<file path="src/rtl/daddr_watch_pkg.sv">
package daddr_watch_pkg;

  localparam int NUM_CMP = 2;

  typedef enum logic [1:0] {
    EN_OFF   = 2'd0,
    EN_STORE = 2'd1,
    EN_BOTH  = 2'd2,
    EN_LOAD  = 2'd3
  } cmpEn_e;

  // strobes from control to datapath
  typedef struct packed {
    logic capture;
    logic abort;
  } dpStrobe_t;

  // decode of a comparator enable against the access direction
  function automatic logic enAllows(input logic [1:0] en, input logic isStore);
    logic ok;
    case (en)
      EN_OFF:   ok = 1'b0;
      EN_STORE: ok = isStore;
      EN_LOAD:  ok = !isStore;
      default:  ok = 1'b1;
    endcase
    return ok;
  endfunction

endpackage

</file>
<file path="src/rtl/daddr_watch_dp.sv">
module daddr_watch_dp
  import daddr_watch_pkg::*;
#(
  parameter int ADDR_W = 32,
  parameter int PID_W = 7,
  parameter int ALIGN_W = 2,
  parameter int FSR_W = 11,
  parameter logic [FSR_W-1:0] FAULT_CODE = 11'h400
) (
  input  logic              clk,
  input  logic              rstN,
  input  logic [ADDR_W-1:0] accAddr,
  input  logic [PID_W-1:0]  pidField,
  input  logic [ADDR_W-1:0] bpAddr0,
  input  logic [ADDR_W-1:0] bpAddr1,
  input  logic              maskMode,
  input  dpStrobe_t         strobes,
  output logic              misaligned,
  output logic [NUM_CMP-1:0] cmpMatch,
  output logic [ADDR_W-1:0] relAddr,
  output logic [FSR_W-1:0]  faultStatus,
  output logic [ADDR_W-1:0] faultAddr
);

  localparam int TOP_LSB = ADDR_W - PID_W;
  localparam logic [ADDR_W-1:0] LOW_MASK = {{(ADDR_W-ALIGN_W){1'b1}}, {ALIGN_W{1'b0}}};

  logic              topZero;
  logic [ADDR_W-1:0] relNow;
  logic [ADDR_W-1:0] bpReg   [NUM_CMP];
  logic [ADDR_W-1:0] cmpMask [NUM_CMP];

  // process relocation
  assign topZero = (accAddr[ADDR_W-1:TOP_LSB] == '0);
  assign relNow  = topZero ? (accAddr | {pidField, {TOP_LSB{1'b0}}}) : accAddr;

  // low bits are not touched by relocation
  assign misaligned = |accAddr[ALIGN_W-1:0];

  assign bpReg[0] = bpAddr0;
  assign bpReg[1] = bpAddr1;

  // per-comparator masked equality
  for (genvar i = 0; i < NUM_CMP; i++) begin : g_cmp
    if (i == 0) begin : g_first
      assign cmpMask[i] = maskMode ? ~bpAddr1 : LOW_MASK;
    end else begin : g_other
      assign cmpMask[i] = LOW_MASK;
    end
    assign cmpMatch[i] = (((relNow ^ bpReg[i]) & cmpMask[i]) == '0);
  end

  always_ff @(posedge clk) begin
    if (!rstN) begin
      relAddr     <= '0;
      faultStatus <= '0;
      faultAddr   <= '0;
    end else begin
      if (strobes.capture) relAddr <= relNow;
      if (strobes.abort) begin
        faultStatus <= FAULT_CODE;
        faultAddr   <= relNow;
      end
    end
  end

  // a latched fault address only changes on an abort strobe
  a_r2_fault_hold: assert property (@(posedge clk) disable iff (!rstN)
    !$past(strobes.abort) && $past(rstN) |-> $stable(faultAddr));

endmodule

</file>
<file path="src/rtl/daddr_watch_ctl.sv">
module daddr_watch_ctl
  import daddr_watch_pkg::*;
#(
  parameter int CTRL_W = 5,
  parameter int MOE_W = 3,
  parameter logic [MOE_W-1:0] MOE_DBP = 3'b010
) (
  input  logic               clk,
  input  logic               rstN,
  input  logic               accValid,
  input  logic               accStore,
  input  logic               alignChkEn,
  input  logic               dbgEnable,
  input  logic [CTRL_W-1:0]  bpCtrl,
  input  logic               misaligned,
  input  logic [NUM_CMP-1:0] cmpMatch,
  output logic               maskMode,
  output dpStrobe_t          strobes,
  output logic               outValid,
  output logic               abortPulse,
  output logic               bpHit,
  output logic               moeWe,
  output logic [MOE_W-1:0]   moeCode
);

  logic [1:0] en0, en1;
  logic       abortNow, qual0, qual1, hitNow, moeNow;

  // field positions
  assign en0      = bpCtrl[1:0];
  assign en1      = bpCtrl[3:2];
  assign maskMode = bpCtrl[4];

  assign abortNow = accValid && alignChkEn && misaligned;
  assign qual0    = enAllows(en0, accStore) && cmpMatch[0];
  assign qual1    = !maskMode && enAllows(en1, accStore) && cmpMatch[1];
  assign hitNow   = accValid && !abortNow && (qual0 || qual1);
  assign moeNow   = hitNow && dbgEnable;

  assign strobes.capture = accValid;
  assign strobes.abort   = abortNow;

  always_ff @(posedge clk) begin
    if (!rstN) begin
      outValid   <= 1'b0;
      abortPulse <= 1'b0;
      bpHit      <= 1'b0;
      moeWe      <= 1'b0;
      moeCode    <= '0;
    end else begin
      outValid   <= accValid;
      abortPulse <= abortNow;
      bpHit      <= hitNow;
      moeWe      <= moeNow;
      moeCode    <= moeNow ? MOE_DBP : '0;
    end
  end

  a_r8_abort_blocks_hit: assert property (@(posedge clk) disable iff (!rstN)
    !(abortPulse && bpHit));

  a_r7_moe_needs_hit: assert property (@(posedge clk) disable iff (!rstN)
    moeWe |-> bpHit && (moeCode == MOE_DBP));

  a_r9_pulse_needs_access: assert property (@(posedge clk) disable iff (!rstN)
    (bpHit || abortPulse) |-> outValid);

  a_r2_abort_cause: assert property (@(posedge clk) disable iff (!rstN)
    abortPulse |-> $past(alignChkEn && misaligned));

  a_r6_mask_only_cmp0: assert property (@(posedge clk) disable iff (!rstN)
    bpHit && $past(maskMode) |-> $past(qual0));

endmodule

</file>
<file path="src/rtl/daddr_watch.sv">
module daddr_watch
  import daddr_watch_pkg::*;
#(
  parameter int ADDR_W = 32,
  parameter int PID_W = 7,
  parameter int ALIGN_W = 2,
  parameter int FSR_W = 11,
  parameter logic [FSR_W-1:0] FAULT_CODE = 11'h400,
  parameter int MOE_W = 3,
  parameter logic [MOE_W-1:0] MOE_DBP = 3'b010
) (
  input  logic              clk,
  input  logic              rstN,
  input  logic              accValid,
  input  logic [ADDR_W-1:0] accAddr,
  input  logic              accStore,
  input  logic [PID_W-1:0]  pidField,
  input  logic              alignChkEn,
  input  logic [ADDR_W-1:0] bpAddr0,
  input  logic [ADDR_W-1:0] bpAddr1,
  input  logic [4:0]        bpCtrl,
  input  logic              dbgEnable,
  output logic [ADDR_W-1:0] relAddr,
  output logic              outValid,
  output logic              abortPulse,
  output logic [FSR_W-1:0]  faultStatus,
  output logic [ADDR_W-1:0] faultAddr,
  output logic              bpHit,
  output logic              moeWe,
  output logic [MOE_W-1:0]  moeCode
);

  localparam int CTRL_W  = 5;
  localparam int TOP_LSB = ADDR_W - PID_W;

  dpStrobe_t          strobes;
  logic               maskMode;
  logic               misaligned;
  logic [NUM_CMP-1:0] cmpMatch;

  daddr_watch_ctl #(.CTRL_W(CTRL_W), .MOE_W(MOE_W), .MOE_DBP(MOE_DBP)) u_ctl (
    .clk(clk), .rstN(rstN), .accValid(accValid), .accStore(accStore),
    .alignChkEn(alignChkEn), .dbgEnable(dbgEnable), .bpCtrl(bpCtrl),
    .misaligned(misaligned), .cmpMatch(cmpMatch), .maskMode(maskMode),
    .strobes(strobes), .outValid(outValid), .abortPulse(abortPulse),
    .bpHit(bpHit), .moeWe(moeWe), .moeCode(moeCode)
  );

  daddr_watch_dp #(.ADDR_W(ADDR_W), .PID_W(PID_W), .ALIGN_W(ALIGN_W),
                   .FSR_W(FSR_W), .FAULT_CODE(FAULT_CODE)) u_dp (
    .clk(clk), .rstN(rstN), .accAddr(accAddr), .pidField(pidField),
    .bpAddr0(bpAddr0), .bpAddr1(bpAddr1), .maskMode(maskMode),
    .strobes(strobes), .misaligned(misaligned), .cmpMatch(cmpMatch),
    .relAddr(relAddr), .faultStatus(faultStatus), .faultAddr(faultAddr)
  );

  a_r1_reloc_top_set: assert property (@(posedge clk) disable iff (!rstN)
    outValid && ($past(pidField) != '0) |-> (relAddr[ADDR_W-1:TOP_LSB] != '0));

  a_r2_fault_addr_misaligned: assert property (@(posedge clk) disable iff (!rstN)
    abortPulse |-> (faultAddr[ALIGN_W-1:0] != '0) && (faultStatus == FAULT_CODE));

endmodule

</file>
<file path="config.mk">
export PLATFORM = sky130hd
export DESIGN_NAME = daddr_watch
export DESIGN_NICKNAME = d
export VERILOG_FILES = /design/src/rtl/daddr_watch_pkg.sv /design/src/rtl/daddr_watch_dp.sv /design/src/rtl/daddr_watch_ctl.sv /design/src/rtl/daddr_watch.sv
export SDC_FILE = /design/constraint.sdc
export NUM_CORES = 1
export LEC_CHECK = 0
export ABC_AREA = 1
export BUFFER_PORTS_ARGS = -buffer_cell sky130_fd_sc_hd__buf_2
export CAP_MARGIN = 20
export CORE_MARGIN = 5
export CORE_UTILIZATION = 46
export DETAILED_ROUTE_END_ITERATION = 7
export PLACE_DENSITY = 0.81
export SLEW_MARGIN = 20
export SYNTH_ARGS = -nofsm -noshare
export SYNTH_HDL_FRONTEND = slang
export SYNTH_HIERARCHICAL = 1
export SYNTH_SLANG_ARGS = --single-unit
</file>
<file path="constraint.sdc">
create_clock -name clk -period 1.4 [get_ports clk]
set_input_delay 0 -clock clk [delete_from_list [all_inputs] [get_ports clk]]
set_output_delay 0 -clock clk [all_outputs]
set_load 0.05 [all_outputs]
</file>
==> results of run 1 <==
[power breakdown]
group / switching (mW) / leakage, nW / internal (mW)
combinational: 1.10 / 2.43 / 0.507
sequential: 0.0655 / 0.570 / 2.09
clock: 0.779 / 0.104 / 1.01
[tightest hold or removal path: stages]
cell	delay [ns]
buf_2	0.15
nor2_1	0.11
nor2_1	0.06
[kinds of logic after synthesis]
| kind of cell | after synthesis | synth area share, % |
|---|---|---|
| simple gates | 283 | 30.08 |
| flops | 69 | 35.82 |
| compound gates | 108 | 14.28 |
| buf+inv | 120 | 13.50 |
| xor+xnor | 27 | 6.132 |
| other cells | 2 | 0.1948 |
[area by class of cell]
| cell class | count | share of cell area, % |
|---|---|---|
| clock inverter | 5 | 1.564 |
| tap | 105 | 2.415 |
| multi-input combinational | 431 | 37.15 |
| timing repair buffer | 236 | 25.40 |
| sequential | 69 | 25.40 |
| inverter | 82 | 5.659 |
| clock buffer | 11 | 2.415 |
[repair_timing]
item	4_1_cts	5_1_grt
resized for setup	0	6
endpoints found under the setup margin	0	2
setup buffers	0	0
hold endpoints to repair	37	0
hold buffers	22	0
[stage by stage]
| step | power, mW | hold slack [ns] | setup WS (ns) | cell area (µm²) |
|---|---|---|---|---|
| floorplan | 3.212 | 0.1251 | 0.1036 | 3894 |
| finish | 5.549 | 0.02656 | 0.1858 | 5439 |
| CTS | 5.570 | 0.007362 | 0.1346 | 5410 |
| global route | 5.828 | 0.01030 | -0.03116 | 5439 |
| global placement | 3.697 | 0.2357 | -0.1230 | 4974 |
| detailed placement | 3.728 | 0.2424 | -0.2250 | 4974 |
[per-layer routing]
metal	up-vias	part of all wire (%)	GRT usage [%]	routed length [µm]
li1	2307	-	-	-
met1	2053	37	29.53	5027
met2	239	48	45.17	6529
met3	36	12	7.438	1563
met4	0	2.6	9.611	357
met5	-	0	0	0
[registers in the layout, indices dropped and copies added (netlist names)]
name / cells
u_ctl/moeCode: 1
u_ctl/abortPulse: 1
u_dp/relAddr: 32
u_dp/faultAddr: 32
u_dp/faultStatus: 1
u_ctl/outValid: 1
u_ctl/bpHit: 1
[cells in the final DEF, fill, tap and decap left out, types with 6 or more instances in the layout]
cell             n
o21ai_0         62
dlygate4sd3_1   22
clkbuf_8         9
a21oi_1         41
conb_1          12
inv_1           80
nor2_1          80
buf_2          183
xor2_1          20
nand2_2          6
xnor2_1          7
buf_4           30
nand3_1         34
nand2_1        150
dfxtp_1         69
[path summary, 6_finish.rpt]
| check | start | to | cells after the start |
|---|---|---|---|
| min | accAddr[17] | u_dp/relAddr[17] | 3 |
| max | accAddr[27] | u_ctl/moeCode[1] | 16 |
| min reg2reg | u_dp/faultStatus[10] | u_dp/faultStatus[10] | 2 |
| max reg2reg | u_dp/faultAddr[31] | u_dp/faultAddr[31] | 4 |
==> key figures, run 1 <==
Floorplan
  – Die W: 101.6 µm
  – Core area: 8175 µm²
  – FP Rows: 33
  – DIE HEIGHT: 101.6 µm
  – Die area: 10,310 µm²
  – # IOs: 196
  – Initial Util: 47.17%

Route
  – Total iterations of the first detailed-routing run: 5
  – Post-route ant nets: 0
  – Drc violations: 0
  – Routed vias: 4,635
  – Via/cell ratio: 4.936
  – DRT iter0 DRCs: 191
  – Avg WL per Cell: 14.35 µm
  – Routed WL: 13.48 mm

Timing
  – Fmax: 0.8236 GHz
  – Endpoints failing setup: 0
  – Max-slew violation total from the final report: 0
  – Fin Setup TNS: 0 ns
  – Clk_skew: 0 ns
  – Final min period: 1.214 ns
  – Final hold violations: 0
  – Tcrit/Tclk final: 86.73%

Final layout
  – Multi-input gate area: 2021 µm²
  – ANT cells: 0
  – Nets: 943
  – Layout cells sized above 1: 29.26%
  – Fillers: 764
  – Syn-to-layout area delta: 41.04%
  – Post-route insts no fill: 939
  – Fin util: 66.53%
  – Reg area: 1381 µm²

Global routing
  – GRT Total Usage: 25.73%
  – Vias in the first global route: 4,677
  – First-pass GRT wire length: 21.20 mm
  – Gr ovfl total: 0
  – Initial antenna violation count: 0
  – Largest net degree at the start of global routing: 31

Synth
  – Fraction of registers with async set or reset after synthesis: 0%
  – Largest area contributor in the netlist: dfxtp_1
  – Synth unique cells: 21
  – Mean Syn Cell Area: 6.332 µm²
  – Syn Inst Count: 609
  – Seq cells post-synth: 69
  – Post-synth top cells: nand2_1 (151), nor2_1 (81), inv_1 (80)
  – Synth Cell Area: 3856 µm²
  – Post-synth EDFFs: 0
  – Register area share after synthesis: 35.82%
  – Most common cell in the synthesized netlist: nand2_1
  – Synth Flop Type: dfxtp_1
  – Top cells by area, synth: dfxtp_1 (36%), nand2_1 (15%), o21ai_0 (8.2%)
  – Post-synth top area share: 35.82%
  – Ys Warns: 6

Placed design
  – Detail Placement HPWL: 10.40 mm
  – GPL Wtd Cong: 0.9584
  – IO Port Bufs: 183
  – # placed instances: 900

CTS
  – H-tree lvl count: 3
  – Clock Root Buffer: clkbuf_8
  – Cts bufs inserted: 9
  – CTS tree: built
  – Clock slew at reported path FFs: 0.07 ns
  – Clk Latency, worst-skew pair: 0.33 ns
  – Sink Count: 69
  – CTS Buffer Depth: 2

Worst setup path
  – CP Cell Sequence: buf_2 > nor2_1 > nand2_2 > nor2_4 > nand2_1 > nand2_1 > o21ai_0 > nor2_1 > nand2_1 > nor2_1 > inv_1 > nor2_2 > nand3_1 > nand2_1 > nand2_2 > nor2_2
  – WP buf/inv: 2
  – CP Capture Type: flip-flop
  – CP Max Fanout: 5
  – Delay of the slowest critical-path stage: 0.16 ns
  – Kind of critical path: input port to flip-flop
  – Crit-path slowest cell: nor2_4
  – Worst setup SP type: input port
  – CP top delay family: simple AND/OR/NAND/NOR gates
  – Critical path required time: 1.69 ns
  – CP Data Arrival Time: 1.50 ns
  – Worst R2R Setup Slack: 0.64 ns
  – CP most frequent cell: nand2_1

Flow run
  – Max cap viols: 0

Run status
  – Status: finished, final reports clean

Power and ir drop
  – Leakage: 3.100 nW
  – VDD IR max: 0.6715 mV
  – Pwr dens: 1020 nW/µm²

Worst hold path
  – Min-Delay Path Class: input port to flip-flop
(Power assumes the default switching activity.)
==> run 2, diff against run 1 <==
Settings changed: RECOVER_POWER from default to 100.
==> key figures, run 2 (synthesized netlist as in run 1, its figures left out) <==
Run status
  – Status: finished, final reports clean

Timing
  – Final min period: 1.257 ns (+0.04266 ns)
  – Fmax: 0.7956 GHz (-3.4%)
  – Worst slew margin: 54.66%
  – Worst Tran Pin Value: 0.6830 ns
  – Max-slew violation total from the final report: 0 (unchanged)
  – Clk_skew: 0 ns (unchanged)
  – Endpoints failing setup: 0 (unchanged)
  – Final hold violations: 0 (unchanged)
  – Tcrit/Tclk final: 89.78% (+3.0 points)

Flow run
  – Max cap viols: 0 (unchanged)

Route
  – Post-route ant nets: 0 (unchanged)
  – DRT iter0 DRCs: 174 (-8.9%)
  – Total iterations of the first detailed-routing run: 5 (unchanged)
  – Via/cell ratio: 4.936 (unchanged)
  – Avg WL per Cell: 14.34 µm (about the same)
  – Drc violations: 0 (unchanged)
  – Routed vias: 4,635 (unchanged)
  – Routed WL: 13.47 mm (about the same)

Worst setup path
  – Delay of the slowest critical-path stage: 0.52 ns (+0.36 ns)
  – CP Max Fanout: 27 (+22)
  – Critical path required time: 1.67 ns (-0.02 ns)
  – R2R Path Start: u_dp/faultAddr[31]
  – WP buf/inv: 3 (+1)
  – CP top delay family: buffers and inverters
  – CP Capture Type: flip-flop
  – Crit-path slowest cell: dlygate4sd3_1
  – Worst setup SP type: input port
  – CP Data Arrival Time: 1.53 ns (+0.03 ns)
  – CP Cell Sequence: dlygate4sd3_1 > clkbuf_1 > clkbuf_2 > o21ai_0 > a21oi_1
  – Worst r2r path cells: 4 (unchanged)
  – Kind of critical path: input port to flip-flop
  – Reg-to-Reg End: u_dp/faultAddr[31]
  – Worst R2R Setup Slack: 0.64 ns (about the same)

Placed design
  – Dpl cell area: 4974 µm² (unchanged)
  – GPL Wtd Cong: 0.9584 (unchanged)
  – Detail Placement HPWL: 10.40 mm (unchanged)
  – IO Port Bufs: 183 (unchanged)

CTS
  – Clock slew at reported path FFs: 0.07 ns (about the same)
  – Clock Root Buffer: clkbuf_8
  – Cts bufs inserted: 9 (unchanged)
  – Sink Count: 69 (unchanged)
  – CTS Buffer Depth: 2 (unchanged)
  – H-tree lvl count: 3 (unchanged)
  – CTS tree: built
  – Clk Latency, worst-skew pair: 0.33 ns (about the same)

Final layout
  – Nets: 943 (unchanged)
  – ANT cells: 0 (unchanged)
  – Post-route cell area: 5346 µm² (-1.7%)
  – Reg area: 1381 µm² (unchanged)
  – Syn-to-layout area delta: 38.64%
  – Top Registers: u_dp/faultAddr: 32 flops, u_dp/relAddr: 32 flops
  – Multi-input gate area: 2021 µm² (unchanged)
  – Fillers: 802 (+5.0%)
  – Most frequent cells in the layout: nand2_1 (150), buf_2 (111), inv_1 (80), nor2_1 (80), clkbuf_1 (74)
  – Layout cells sized above 1: 20.62% (-8.6 points)
  – Most common cell after layout, fill and taps aside: nand2_1

Worst hold path
  – Endpoint, Worst Hold: u_dp/relAddr[17]
  – Min-Delay Path Class: input port to flip-flop
  – Worst hold path depth: 3 (unchanged)
  – Hold_sp: accAddr[17]

Power and ir drop
  – Pwr dens: 1030 nW/µm² (+0.98%)
  – Leakage: 2.825 nW (-8.9%)
  – Total chip power: 5.508 mW (-0.74%)
  – VDD IR max: 0.6681 mV (-0.51%)

Global routing
  – Initial antenna violation count: 0 (unchanged)
  – First-pass GRT wire length: 21.20 mm (unchanged)
  – Gr ovfl total: 0 (unchanged)
  – GRT Total Usage: 25.73% (unchanged)
  – Largest net degree at the start of global routing: 31 (unchanged)
  – Vias in the first global route: 4,677 (unchanged)

Floorplan
  – FP Rows: 33 (unchanged)
  – Die area: 10,310 µm² (unchanged)
  – Die W: 101.6 µm (unchanged)
  – Core area: 8175 µm² (unchanged)
  – # IOs: 196 (unchanged)
  – DIE HEIGHT: 101.6 µm (unchanged)
  – Initial Util: 47.17% (unchanged)
==> run 2: cell count changes in the layout (fill, tap and decap cells not counted) <==
cell,delta
buf_2,-72
clkbuf_2,+1
buf_4,-2
clkbuf_1,+72
clkbuf_4,+1
==> run 2: worst register-to-register path, cell delays in order, from the launching register on <==
cell     delay (ns)
dfxtp_1        0.33
nor2_1         0.13
nor2_1         0.06
o21ai_0        0.09
inv_1          0.05
==> run 2: worst max-delay path by stage <==
stage | slack, ns | depth (start not counted) | endpoint | from
floorplan | 0.10 | 15 | u_ctl/moeCode[1] | accAddr[30]
global placement | -0.12 | 16 | u_ctl/moeCode[1] | accAddr[29]
detailed placement | -0.22 | 16 | u_ctl/moeCode[1] | accAddr[29]
CTS | 0.13 | 16 | u_ctl/moeCode[1] | accAddr[29]
global route | -0.03 | 16 | u_ctl/moeCode[1] | accAddr[27]
finish | 0.14 | 5 | u_dp/relAddr[22] | rstN
==> run 2: layer usage <==
layer / vias up / routed length, µm / track usage, %
li1: 2307 / - / -
met1: 2051 / 5084 / 29.53
met2: 233 / 6513 / 45.17
met3: 44 / 1474 / 7.438
met4: 0 / 397 / 9.611
met5: - / 0 / 0
==> run 2: final cells by class <==
class                           count  area share (%)
Inverter                           82           5.757
Clock inverter                      5           1.591
Tap cell                          105           2.457
Clock buffer                       11           2.457
Sequential cell                    69           25.84
Timing Repair Buffer              236           24.10
Multi-Input combinational cell    431           37.80
==> run 2: repair_timing <==
action / in CTS / in global routing
endpoints found under the hold margin: 37 / 0
setup buffers: 0 / 0
resized for setup: 0 / 6
setup endpoints to repair: 0 / 2
hold buffers: 22 / 0
==> run 2: report_power, final <==
| group | total, mW | switching [mW] | internal [mW] | leakage (nW) |
|---|---|---|---|---|
| Clock | 1.78 | 0.774 | 1.01 | 0.104 |
| Combinational | 1.56 | 1.09 | 0.469 | 2.15 |
| Sequential | 2.16 | 0.0696 | 2.09 | 0.570 |
| Total | 5.51 | 1.94 | 3.57 | 2.82 |
==> run 2: metrics by stage <==
step	util, %	setup TNS (ns)	hold WS, ns	setup slack (ns)	instances
6_report	65.40	0	0.02168	0.1431	939
5_1_grt	65.40	-0.03417	0.01225	-0.03116	939
4_1_cts	66.18	0	0.007362	0.1346	938
3_5_place_dp	60.84	-0.4884	0.2424	-0.2250	900
3_3_place_gp	60.84	-0.2214	0.2357	-0.1230	900
2_1_floorplan	-	0	0.1251	0.1036	619
==> run 3, diff against run 2 <==
Settings changed: CELL_PAD_IN_SITES_DETAIL_PLACEMENT from default to 1, CELL_PAD_IN_SITES_GLOBAL_PLACEMENT from default to 2, CORE_UTILIZATION 46 to 22, PLACE_DENSITY 0.81 to default, PLACE_DENSITY_LB_ADDON from default to 0.1.
==> key figures, run 3 (synthesized netlist as in run 1, its figures left out) <==
Worst setup path
  – Worst path depth: 1 (-4)
  – CP Max Fanout: 2 (-93%)
  – R2R Path Start: u_dp/faultAddr[28]
  – CP Data Arrival Time: 1.21 ns (-0.32 ns)
  – Worst r2r path cells: 4 (unchanged)
  – Worst R2R Setup Slack: 0.66 ns (+0.02 ns)
  – Delay of the slowest critical-path stage: 0.53 ns (about the same)
  – Reg-to-Reg End: u_dp/faultAddr[28]
  – CP Capture Type: primary output
  – Kind of critical path: flip-flop to primary output
  – Crit-path slowest cell: clkbuf_1
  – Critical Path Sink: faultAddr[23]
  – WP buf/inv: 1 (-2)
  – Worst setup SP type: flip-flop
  – CP startpoint: u_dp/faultAddr[23]
  – CP Cell Sequence: clkbuf_1
  – CP top delay family: buffers and inverters
  – Critical path required time: 1.40 ns (-0.27 ns)

Timing
  – Endpoints failing setup: 0 (unchanged)
  – Final hold violations: 0 (unchanged)
  – Tcrit/Tclk final: 86.38% (-3.4 points)
  – Worst slew margin: 54.63% (about the same)
  – Final min period: 1.209 ns (-0.04747 ns)
  – RSZ-0062 raised after global routing: false
  – Max-slew violation total from the final report: 0 (unchanged)
  – Worst Tran Pin Value: 0.6835 ns (+0.0005205 ns)
  – Clk_skew: 0 ns (unchanged)
  – Fin Setup TNS: 0 ns (unchanged)
  – Fmax: 0.8269 GHz (+3.9%)

Floorplan
  – Die W: 142.4 µm (+40%)
  – # IOs: 196 (unchanged)
  – Initial Util: 22.37% (-25 points)
  – Die area: 20,280 µm² (+97%)
  – Core area: 17,240 µm² (+110%)
  – FP Rows: 48 (+45%)
  – DIE HEIGHT: 142.4 µm (+40%)

CTS
  – H-tree lvl count: 3 (unchanged)
  – Clock Root Buffer: clkbuf_16
  – CTS tree: built
  – Clock slew at reported path FFs: 0.06 ns (about the same)
  – CTS Buffer Depth: 2 (unchanged)
  – Cts bufs inserted: 9 (unchanged)
  – Sink Count: 69 (unchanged)
  – Post-CTS setup buffer count: 0 (unchanged)
  – Clk Latency, worst-skew pair: 0.34 ns (about the same)

Final layout
  – Top Registers: u_dp/faultAddr: 32 flops, u_dp/relAddr: 32 flops
  – Syn-to-layout area delta: 46.46%
  – Most common cell after layout, fill and taps aside: nand2_1
  – Most frequent cells in the layout: nand2_1 (145), buf_2 (110), inv_1 (78), nor2_1 (78), clkbuf_1 (75)
  – Layout cells sized above 1: 24.59% (+4.0 points)
  – Fillers: 2,291 (+190%)
  – Nets: 955 (+1.3%)
  – Fin util: 32.77% (-33 points)

Global routing
  – Initial antenna violation count: 3 (+3)
  – Largest net degree at the start of global routing: 57 (+84%)
  – First-pass GRT wire length: 25.52 mm (+20%)
  – Gr ovfl total: 0 (unchanged)
  – GRT Total Usage: 16.12% (-9.6 points)
  – Vias in the first global route: 4,964 (+6.1%)

Route
  – Routed vias: 4,591 (-0.95%)
  – Via/cell ratio: 4.283 (-13%)
  – Post-route ant nets: 0 (unchanged)
  – Routed WL: 16.30 mm (+21%)
  – Avg WL per Cell: 15.20 µm (+6.0%)
  – Total iterations of the first detailed-routing run: 4 (-1)
  – Drc violations: 0 (unchanged)
  – DRT iter0 DRCs: 103 (-41%)

Power and ir drop
  – Pwr dens: 1040 nW/µm² (+0.90%)
  – VDD IR max: 0.5910 mV (-12%)
  – Leakage: 2.925 nW (+3.6%)
  – Total chip power: 5.872 mW (+6.6%)

Flow run
  – Max cap viols: 0 (unchanged)

Placed design
  – Detail Placement HPWL: 13.03 mm (+25%)
  – IO Port Bufs: 183 (unchanged)
  – GPL Wtd Cong: 0.8276 (-14%)

Worst hold path
  – Min-Delay Path Class: input port to flip-flop

Run status
  – Status: finished, final reports clean
==> run 3: cell count changes in the layout (fill, tap and decap cells not counted), moves of 2 or more <==
cell	previous run	this run
buf_12	1	3
buf_4	28	52
bufinv_16	2	0
clkbuf_16	0	9
clkbuf_8	9	0
clkinv_2	0	4
clkinv_4	2	0
dlygate4sd3_1	22	8
inv_1	80	78
inv_2	0	2
nand2_1	150	145
nand2_2	6	11
nor2_1	80	78
nor2_2	4	7
==> run 3: how the worst min path moves through the flow <==
stage / from / end / slack [ns] / depth (start not counted)
final: accAddr[10] / u_dp/faultAddr[10] / 0.05 / 4
after global routing: accAddr[10] / u_dp/faultAddr[10] / 0.05 / 4
after CTS: accAddr[10] / u_dp/faultAddr[10] / 0.03 / 4
after detailed placement: dbgEnable / u_ctl/moeCode[1] / 0.25 / 3
after global placement: dbgEnable / u_ctl/moeCode[1] / 0.24 / 3
after floorplan: dbgEnable / u_ctl/moeCode[1] / 0.13 / 2
==> run 3: layer usage <==
layer	vias up	track usage (%)	wire, µm
met1	2105	19.27	7088
met5	-	0	28
met3	21	4.906	1053
met4	6	4.252	220
li1	2341	-	-
met2	118	28.15	7904
==> run 3: repair_timing <==
| item | CTS | global route |
|---|---|---|
| setup endpoints to repair | 0 | 2 |
| hold buffers | 8 | 0 |
| hold endpoints to repair | 14 | 0 |
| resized for setup | 0 | 16 |
==> run 3: report_power, final <==
group	internal, mW	switching, mW	total [mW]
combinational	0.498	1.12	1.62
sequential	2.09	0.0703	2.16
clock	1.19	0.898	2.09
total	3.78	2.09	5.87
==> run 3: tightest hold or removal path, stage by stage <==
cell and delay [ns]:
buf_2 0.12, inv_1 0.07, buf_4 0.10, a21oi_1 0.05
==> run 3: stage by stage <==
stage | worst slack (ns) | instance area (µm²) | instances | hold WS (ns)
after floorplan | 0.1036 | 3894 | 619 | 0.1251
after global placement | -0.2415 | 5356 | 1046 | 0.2352
after detailed placement | -0.2214 | 5356 | 1046 | 0.2465
after CTS | 0.1414 | 5697 | 1070 | 0.02986
after global routing | 0.007251 | 5645 | 1071 | 0.04571
final | 0.1906 | 5648 | 1072 | 0.04519
==> run 3: cell type report <==
type                    count  area, µm²  share of cell area (%)
diodes                      1      2.502                 0.04431
clock buffers              11      232.7                   4.121
well taps                 225      281.5                   4.984
multi-input cells         431       2041                   36.13
clock inverters             5      27.53                  0.4874
repair buffers            248       1374                   24.32
inverters                  82      307.8                   5.450
flip-flops and latches     69       1381                   24.46
